--- config.mk ---
export PLATFORM = sky130hd
export DESIGN_NAME = ilt_timing_gen
export DESIGN_NICKNAME = d
export VERILOG_FILES = /design/src/rtl/ilt_pkg.sv /design/src/rtl/ilt_hcount.sv /design/src/rtl/ilt_vcount.sv /design/src/rtl/ilt_vsync_shift.sv /design/src/rtl/ilt_timing_gen.sv
export SDC_FILE = /design/constraint.sdc
export NUM_CORES = 1
export LEC_CHECK = 0
export ABC_AREA = 1
export BUFFER_PORTS_ARGS = -buffer_cell sky130_fd_sc_hd__buf_2
export CAP_MARGIN = 20
export CORE_ASPECT_RATIO = 0.5
export CORE_MARGIN = 2
export CORE_UTILIZATION = 55
export CTS_CLUSTER_SIZE = 8
export DETAILED_ROUTE_END_ITERATION = 6
export PLACE_DENSITY = 0.78
export SETUP_SLACK_MARGIN = 0.4
export SLEW_MARGIN = 20
export SYNTH_ARGS = -nofsm -noshare
export SYNTH_HDL_FRONTEND = slang
export SYNTH_HIERARCHICAL = 1
export SYNTH_SLANG_ARGS = --single-unit
--- constraint.sdc ---
create_clock -name clk -period 7.55 [get_ports clk]
set_input_delay 0.3775 -clock clk [delete_from_list [all_inputs] [get_ports clk]]
set_output_delay 0.3775 -clock clk [all_outputs]
set_load 0.03 [all_outputs]
--- src/rtl/ilt_pkg.sv ---
package ilt_pkg;
    typedef enum logic [1:0] {
        H_ACT   = 2'd0,
        H_FRONT = 2'd1,
        H_SYNC  = 2'd2,
        H_BACK  = 2'd3
    } hstate_t;

    typedef enum logic [1:0] {
        V_ACT   = 2'd0,
        V_FRONT = 2'd1,
        V_SYNC  = 2'd2,
        V_BACK  = 2'd3
    } vstate_t;
endpackage

--- src/rtl/ilt_hcount.sv ---
module ilt_hcount
    import ilt_pkg::*;
#(
    parameter int HW = 11
) (
    input  logic          clk,
    input  logic          rst_n,
    input  logic [HW-1:0] len_act,
    input  logic [HW-1:0] len_front,
    input  logic [HW-1:0] len_sync,
    input  logic [HW-1:0] len_back,
    output hstate_t       state,
    output logic [HW-1:0] hpos,
    output logic          line_end
);
    logic [HW-1:0] seg;
    logic [HW-1:0] seg_len;
    hstate_t       nxt;
    logic          seg_done;

    // segment length and successor of the current horizontal state
    always_comb begin
        seg_len = len_act;
        nxt     = H_FRONT;
        unique case (state)
            H_ACT:   begin seg_len = len_act;   nxt = H_FRONT; end
            H_FRONT: begin seg_len = len_front; nxt = H_SYNC;  end
            H_SYNC:  begin seg_len = len_sync;  nxt = H_BACK;  end
            H_BACK:  begin seg_len = len_back;  nxt = H_ACT;   end
        endcase
        seg_done = (seg == seg_len - 1'b1);
        line_end = seg_done && (state == H_BACK);
    end

    always_ff @(posedge clk) begin
        if (!rst_n) begin
            state <= H_ACT;
            seg   <= '0;
            hpos  <= '0;
        end else begin
            hpos <= line_end ? '0 : hpos + 1'b1;
            if (seg_done) begin
                state <= nxt;
                seg   <= '0;
            end else begin
                seg <= seg + 1'b1;
            end
        end
    end

    AST_HPOS_WRAP: assert property (@(posedge clk) disable iff (!rst_n)
        line_end |=> (hpos == '0)) else $error("hpos did not wrap");
    AST_HPOS_STEP: assert property (@(posedge clk) disable iff (!rst_n)
        !line_end |=> (hpos == $past(hpos) + 1'b1)) else $error("hpos skipped");
endmodule

--- src/rtl/ilt_vcount.sv ---
module ilt_vcount
    import ilt_pkg::*;
#(
    parameter int VW = 10
) (
    input  logic          clk,
    input  logic          rst_n,
    input  logic          line_end,
    input  logic [VW-1:0] len_act,
    input  logic [VW-1:0] len_front,
    input  logic [VW-1:0] len_sync,
    input  logic [VW-1:0] len_back,
    input  logic          interlace,
    input  logic          first_field,
    input  logic          next_first,
    output vstate_t       state,
    output logic [VW-1:0] line_y,
    output logic          field_id,
    output logic          field_end,
    output logic          frame_end
);
    logic [VW-1:0] seg;
    logic [VW-1:0] seg_len;
    vstate_t       nxt;
    logic          seg_done;

    always_comb begin
        seg_len = len_act;
        nxt     = V_FRONT;
        unique case (state)
            V_ACT:   begin seg_len = len_act;   nxt = V_FRONT; end
            V_FRONT: begin seg_len = len_front; nxt = V_SYNC;  end
            V_SYNC:  begin seg_len = len_sync;  nxt = V_BACK;  end
            V_BACK:  begin seg_len = len_back;  nxt = V_ACT;   end
        endcase
        seg_done  = (seg == seg_len - 1'b1);
        field_end = line_end && seg_done && (state == V_BACK);
        frame_end = field_end && (!interlace || (field_id != first_field));
    end

    always_ff @(posedge clk) begin
        if (!rst_n) begin
            state    <= V_ACT;
            seg      <= '0;
            line_y   <= '0;
            field_id <= next_first;
        end else if (line_end) begin
            line_y <= field_end ? '0 : line_y + 1'b1;
            if (seg_done) begin
                state <= nxt;
                seg   <= '0;
            end else begin
                seg <= seg + 1'b1;
            end
            if (frame_end)      field_id <= next_first;
            else if (field_end) field_id <= ~field_id;
        end
    end

    AST_FIELD_HOLD: assert property (@(posedge clk) disable iff (!rst_n)
        !field_end |=> $stable(field_id)) else $error("field changed mid-field");
    AST_FIELD_TOGGLE: assert property (@(posedge clk) disable iff (!rst_n)
        (field_end && !frame_end) |=> (field_id != $past(field_id))) else $error("no field toggle");
    AST_LINE_HOLD: assert property (@(posedge clk) disable iff (!rst_n)
        !line_end |=> $stable(line_y)) else $error("line index moved mid-line");
endmodule

--- src/rtl/ilt_vsync_shift.sv ---
module ilt_vsync_shift #(
    parameter int HW = 11
) (
    input  logic          clk,
    input  logic          rst_n,
    input  logic          in_sync,
    input  logic          shift_en,
    input  logic [HW-1:0] hpos,
    input  logic [HW-1:0] delay,
    output logic          vsync
);
    logic hold;

    // sampled one pixel before the shift point so it shows at pixel 'delay'
    always_ff @(posedge clk) begin
        if (!rst_n)                      hold <= 1'b0;
        else if (hpos == delay - 1'b1)   hold <= in_sync;
    end

    always_comb vsync = shift_en ? hold : in_sync;

    AST_VS_RISE_AT_DELAY: assert property (@(posedge clk) disable iff (!rst_n)
        (shift_en && $rose(vsync)) |-> (hpos == delay)) else $error("shifted vsync rose off-point");
    AST_VS_FALL_AT_DELAY: assert property (@(posedge clk) disable iff (!rst_n)
        (shift_en && $fell(vsync)) |-> (hpos == delay)) else $error("shifted vsync fell off-point");
endmodule

--- src/rtl/ilt_timing_gen.sv ---
module ilt_timing_gen
    import ilt_pkg::*;
#(
    parameter int HW = 11,
    parameter int VW = 10
) (
    input  logic          clk,
    input  logic          rst_n,
    input  logic [HW-1:0] cfg_h_active,
    input  logic [HW-1:0] cfg_h_front,
    input  logic [HW-1:0] cfg_h_sync,
    input  logic [HW-1:0] cfg_h_back,
    input  logic [VW-1:0] cfg_odd_v_active,
    input  logic [VW-1:0] cfg_odd_v_front,
    input  logic [VW-1:0] cfg_odd_v_sync,
    input  logic [VW-1:0] cfg_odd_v_back,
    input  logic [VW-1:0] cfg_even_v_active,
    input  logic [VW-1:0] cfg_even_v_front,
    input  logic [VW-1:0] cfg_even_v_sync,
    input  logic [VW-1:0] cfg_even_v_back,
    input  logic          cfg_interlace,
    input  logic          cfg_odd_first,
    input  logic          cfg_half_extra,
    output logic          hsync,
    output logic          vsync,
    output logic          active_video,
    output logic          field_id,
    output logic [HW-1:0] pix_x,
    output logic [VW-1:0] line_y
);
    localparam int CFG_W = 4 * HW + 8 * VW + 3;

    // frame-stable copy of the configuration
    logic [HW-1:0] s_ha, s_hf, s_hs, s_hb;
    logic [VW-1:0] s_oa, s_of, s_os, s_ob;
    logic [VW-1:0] s_ea, s_ef, s_es, s_eb;
    logic          s_int, s_oddf, s_ext;

    hstate_t       hst;
    vstate_t       vst;
    logic          line_end, field_end, frame_end;
    logic          next_first;
    logic [HW-1:0] htotal, delay;
    logic [VW-1:0] odd_bp_eff, even_fp_eff;
    logic [VW-1:0] f_act, f_front, f_sync, f_back;
    logic          shift_en, in_sync;
    logic [CFG_W-1:0] shadow_bus;

    always_ff @(posedge clk) begin
        if (!rst_n || frame_end) begin
            s_ha <= cfg_h_active;      s_hf <= cfg_h_front;
            s_hs <= cfg_h_sync;        s_hb <= cfg_h_back;
            s_oa <= cfg_odd_v_active;  s_of <= cfg_odd_v_front;
            s_os <= cfg_odd_v_sync;    s_ob <= cfg_odd_v_back;
            s_ea <= cfg_even_v_active; s_ef <= cfg_even_v_front;
            s_es <= cfg_even_v_sync;   s_eb <= cfg_even_v_back;
            s_int  <= cfg_interlace;
            s_oddf <= cfg_odd_first;
            s_ext  <= cfg_half_extra;
        end
    end

    always_comb begin
        next_first  = cfg_interlace ? cfg_odd_first : 1'b1;
        htotal      = s_ha + s_hf + s_hs + s_hb;
        delay       = (htotal >> 1) + {{(HW-1){1'b0}}, s_ext};
        odd_bp_eff  = s_ob + {{(VW-1){1'b0}}, (s_int & ~s_oddf)};
        even_fp_eff = s_ef + {{(VW-1){1'b0}}, (s_int & s_oddf)};
        if (field_id) begin
            f_act = s_oa; f_front = s_of;        f_sync = s_os; f_back = odd_bp_eff;
        end else begin
            f_act = s_ea; f_front = even_fp_eff; f_sync = s_es; f_back = s_eb;
        end
        shift_en     = s_int && (field_id != s_oddf);
        in_sync      = (vst == V_SYNC);
        hsync        = (hst == H_SYNC);
        active_video = (hst == H_ACT) && (vst == V_ACT);
        shadow_bus   = {s_ha, s_hf, s_hs, s_hb, s_oa, s_of, s_os, s_ob,
                        s_ea, s_ef, s_es, s_eb, s_int, s_oddf, s_ext};
    end

    ilt_hcount #(.HW(HW)) u_h (
        .clk(clk), .rst_n(rst_n),
        .len_act(s_ha), .len_front(s_hf), .len_sync(s_hs), .len_back(s_hb),
        .state(hst), .hpos(pix_x), .line_end(line_end)
    );

    ilt_vcount #(.VW(VW)) u_v (
        .clk(clk), .rst_n(rst_n), .line_end(line_end),
        .len_act(f_act), .len_front(f_front), .len_sync(f_sync), .len_back(f_back),
        .interlace(s_int), .first_field(s_oddf), .next_first(next_first),
        .state(vst), .line_y(line_y), .field_id(field_id),
        .field_end(field_end), .frame_end(frame_end)
    );

    ilt_vsync_shift #(.HW(HW)) u_vs (
        .clk(clk), .rst_n(rst_n), .in_sync(in_sync), .shift_en(shift_en),
        .hpos(pix_x), .delay(delay), .vsync(vsync)
    );

    AST_CFG_FROZEN: assert property (@(posedge clk) disable iff (!rst_n)
        !frame_end |=> $stable(shadow_bus)) else $error("config moved mid-frame");
    AST_ACTIVE_BLANKS: assert property (@(posedge clk) disable iff (!rst_n)
        active_video |-> (!hsync && !vsync)) else $error("sync inside picture");
endmodule

# == After elaboration in Yosys (flattened, before gate mapping) ==
# Cells that the tools add are included.
# classes
n_bitwise,5
add_sub_neg,13
mux,16
reduce_logical,16
n_eq_ne,12
# ops
operator,count
$mux 10,6
$pmux 11 s4,1
$pmux 10 s4,1
$add 11x11->11,3
$add 11x1->11 const B,2
$eq 11x11->1,2
$sub 11x1->11 const B,2
$add 10x1->10,2
$add 10x1->10 const B,2
$pmux 2 s4,2
$add 10x1->11,1
$eq 10x10->1,1
$sub 10x1->10 const B,1
$eq 2x2->1 const B,4
$logic_and 1x1->1,6
$mux 1,6
$eq 2x1->1 const B,2
$logic_not 2->1,2
$reduce_and 2->1,2
$reduce_or 2->1,2
$ne 3x1->1 const B,1
$not 1->1,3
$and 1x1->1,2
$logic_not 1->1,2
3 further kinds,4
# totals
ff_bits,175
input_bits,129
output_inout_bits,25
wordCells,85

# == Depth between registers and ports, before layout ==
# logic_depth
ltp_word,13
mapped_depth,28
ltp_nobuf,28

# == Hierarchy ==
# Netlist, hierarchy kept.
# modules_own_cells
mod,area_per_inst_um2,seq_area_each_um2,cells_each,instances
ilt_timing_gen,6117.1,3813.7,548,1
ilt_hcount,2074.5,480.5,328,1
ilt_vcount,1990.7,470.5,309,1
ilt_vsync_shift,518.0,20.0,111,1

# == Least setup slack after synthesis ==
# Ideal clock, no wire load.
# synth_path
kind,reg-to-reg
start,register u_h.state[0]
end,"register s_ea[0], enable pin"
path_slack_ns,1.610
required_ns,7.058
t_arrival_ns,5.448
n_path_buf,2
synth_period_minus_slack_ns,5.940
stages_incl_launch_ff,21
setup_ns,0.492
path_cell_list,dfxtp_1 -> inv_1 -> ha_1 -> inv_2 -> buf_6 -> nand2_1 -> o21ai_2 -> ha_1 -> xor2_1 -> a21boi_0 -> nand2_1 -> nor3_1 -> nand3_1 -> nor2_1 -> nand3_1 -> nor2_1 -> buf_2 -> nand4_1 -> inv_1 -> inv_1 -> nand2_1
# synth_via
elab_chain_cells,9
word_cells_on_any_way,12
cone_classes,1 x add/sub; 4 x eq/ne; 1 x mux; 6 x reduce/logical
# synth_lines
element,line_no,source
start: declaration,ilt_hcount.sv:12,"output hstate_t state,"
start signal: assignment,ilt_hcount.sv:43,state <= nxt;
$eq 2x2->1 (tied with other cells),"ilt_hcount.sv:25, ilt_hcount.sv:32",
$pmux 11 s4,ilt_hcount.sv:25,unique case (state)
$sub 11x1->11,ilt_hcount.sv:31,seg_done = (seg == seg_len - 1'b1);
$eq 11x11->1,ilt_hcount.sv:31,
$logic_and 1x1->1 (*),ilt_hcount.sv:32,line_end = seg_done && (state == H_BACK);
net line_end,ilt_timing_gen.sv:41,"logic line_end, field_end, frame_end;"
$logic_and 1x1->1 (*) (2 in series),ilt_vcount.sv:37,field_end = line_end && seg_done && (state == V_BACK);
$logic_and 1x1->1 (*),ilt_vcount.sv:38,frame_end = field_end && (!interlace || (field_id != first_field));
net frame_end,ilt_timing_gen.sv:41,
$logic_or 1x1->1 (*),ilt_timing_gen.sv:50,if (!rst_n || frame_end) begin
end signal: assignment,ilt_timing_gen.sv:55,s_ea <= cfg_even_v_active; s_ef <= cfg_even_v_front;
end: declaration,ilt_timing_gen.sv:36,"logic [VW-1:0] s_ea, s_ef, s_es, s_eb;"
# The timed path passes the listed nets; every way through them passes the cells marked *.
# A chain may end at the register's enable or synchronous reset.

# == Worst setup path in the final report ==
# layout_path
start,register u_h.state[0]
end,"register s_ef[0], enable pin"
# layout_via
elab_chain_cells,9
word_cells_on_any_way,12
cone_classes,1 x add/sub; 4 x eq/ne; 1 x mux; 6 x reduce/logical
# layout_lines
element,line_no
$eq 2x2->1 (tied with other cells),"ilt_hcount.sv:25, ilt_hcount.sv:32"
$pmux 11 s4,ilt_hcount.sv:25
$sub 11x1->11,ilt_hcount.sv:31
$eq 11x11->1,ilt_hcount.sv:31
$logic_and 1x1->1 (*),ilt_hcount.sv:32
net line_end,ilt_timing_gen.sv:41
$logic_and 1x1->1 (*) (2 in series),ilt_vcount.sv:37
$logic_and 1x1->1 (*),ilt_vcount.sv:38
net frame_end,ilt_timing_gen.sv:41
$logic_or 1x1->1 (*),ilt_timing_gen.sv:50
end signal: assignment,ilt_timing_gen.sv:55
end: declaration,ilt_timing_gen.sv:36
# Marked as above.

==> results.md <==
- Comb power frac: between 20 and 30%
- Worst Skew: 16.3 ps
- CTS tree: built
- DRT iter0 DRCs: approximately 450
- WS Path Type: flip-flop to flip-flop
- # resized after CTS: 0
- Largest net degree at the start of global routing: 78
- Yosys warning total: 6
- Fmax: 197 MHz
- CTS sink count: 175
- P_int: 1780 uW
- Placer's final routability congestion estimate: a little under 1
- Period utilization: 67.1%
- Largest fanout on the critical path: 77
- Die Width: between 200 and 250 um
- Initial antenna violation count: 0
- Layout cells sized above 1: around a fifth
- Setup TNS: 0 ps
- Clk Tree Root Cell: clkbuf_16
- Hold-fix buffers at CTS: 0
- IO Count: 154
- Syn Inst Count: 1,295
- RSZ-0062 raised after global routing: no
- Setup crit start kind: flip-flop
- Worst slew pin tran: 948 ps
- Tmin final: 5060 ps
- Pre-Repair DR Iteration Count: 5
- Total Wirelength: 23.8 mm
- P&R area growth vs syn: 14.6%
- Via count of the first global-routing pass: 8,444
- Wire per inst: 13.8 um
- Sequential share of power: roughly two fifths
- HPWL after DPL: 18.0 mm
- Max cap viols: 0
- Commonest non-fill, non-tap cells in the layout: nand2_1, inv_1, buf_2
- Longest Clk Path Bufs: 2
- Synthesized area: 10,700 um2
- Synthesized area per cell: slightly above 8 um2
- Final setup violation count: 0
- CP arrival: 5140 ps
- Worst endpoint required time: 7620 ps
- Fin. max-slew vios: 0
- Commonest non-fill, non-tap cell in the layout: nand2_1
- # rows: 35
- Switching share of power: 34.2%
- Worst-skew pair later-pin latency: 460 ps
- Die Footprint: around 21,000 um2
- Status: finished, final reports clean
- Finished Core Util: approximately two thirds
- Fin nets: between 1,500 and 2,000
- DIE HEIGHT: 103 um
- VDD IR max: 0.000161 V
- Syn_nets: 1,474
- Net Sw Power: 924 uW
- Via count: 8,652
- Initial Utilization: 57.1%
- GRT overflow: 0
- Total setup buffers inserted after CTS: 0
- Slew Limit Headroom: 36.8%
- PwrDens: around 220 nW/um2
- P_leak: 0.00565 uW
- CTS buffer count: 17
- Total track usage: ~24%
- Core ar.: 18,700 um2
- Clk pwr share: 31.7%
- Hold crit path type: input pin to flip-flop
- CP Capture Type: flip-flop
- Global-route wire length before repair: 39.4 mm
- Fillcell total: 1,583
- Hold Violations, Final: 0
- H-Tree Depth: 4
- Clock Pin Slew Worst Setup and Hold Paths: 80 ps
- Post-route ant nets: 0
- Vias per cell: 5.03
- I/O Buffers: ~150
- Number of remaining DRC errors: 0
[critical path: stages, from the launching register on]
cell and delay [ps]:
dfxtp_1 420, inv_1 100, ha_1 300, inv_2 270
nand2_1 110, o21ai_2 210, ha_1 270, xor2_1 200
a21boi_0 210, nand2_1 80, nor3_1 180, nand3_1 90
nor2_1 100, nand3_1 80, nor2_1 150, buf_4 210
nand4_1 160, inv_1 90, inv_1 60, nand2_4 490
buf_4 820
[sequential cells by signal, summed over array words and instances (netlist names), 11 cells and up]
| register | flops |
|---|---|
| s_hb | 11 |
| s_ha | 11 |
| s_hs | 11 |
| u_h/seg | 11 |
| u_h/hpos | 11 |
| s_hf | 11 |
[power by group through the flow]
stage                     Sequential [uW]  Combinational [uW]  Clock (uW)
final                                1100                 744         856
after global routing                 1110                 847         914
after CTS                            1100                 740         877
after detailed placement             1130                 733           0
after global placement               1130                 704           0
after floorplan                      1120                 577           0
[area by class of cell]
class | count | area, um2 | area share (%)
inverters | 185 | 699 | 5.71
flip-flops and latches | 175 | 4780 | 39.0
well taps | 259 | 324 | 2.64
clock inverters | 15 | 150 | 1.23
repair buffers | 156 | 788 | 6.43
multi-input cells | 912 | 5080 | 41.4
diodes | 1 | 2.50 | 0.0204
clock buffers | 17 | 425 | 3.47
[routing by layer]
metal  share of wire, %  GRT usage, %  up-vias  wire length, um
li1                   -             -     4380                -
met1                 45          29.6     3976            10600
met2                 47          42.6      243            11200
met3                5.4          4.55       53             1280
met4                3.1          12.0        0              743
met5                  0             0        -                0
[path summary, 6_finish.rpt]
kind | to | from | slack (ps) | cells after the start
worst min register to register | u_h/seg[3]$_SDFF_PP0_ | u_h/seg[3]$_SDFF_PP0_ | 510 | 2
worst min-delay path | s_ha[9]$_DFFE_PP_ | cfg_h_active[9] | 90 | 1
worst max-delay path | s_ef[0]$_DFFE_PP_ | u_h/state[0]$_SDFFE_PN0N_ | 2490 | 20
worst max register to register | s_ef[0]$_DFFE_PP_ | u_h/state[0]$_SDFFE_PN0N_ | 2490 | 20
[metrics by stage]
stage          cells  total power, uW  instance area [um2]  hold WS, ps  setup WS (ps)
2_1_floorplan   1295             1700                10700          467           1610
3_3_place_gp    1687             1830                11700          488           2610
3_5_place_dp    1687             1860                11700          496           2470
4_1_cts         1719             2720                12300         68.4           2450
5_1_grt         1719             2870                12300         77.2           1970
6_report        1720             2700                12300         88.3           2490
Power figures use the tool's default switching activity.
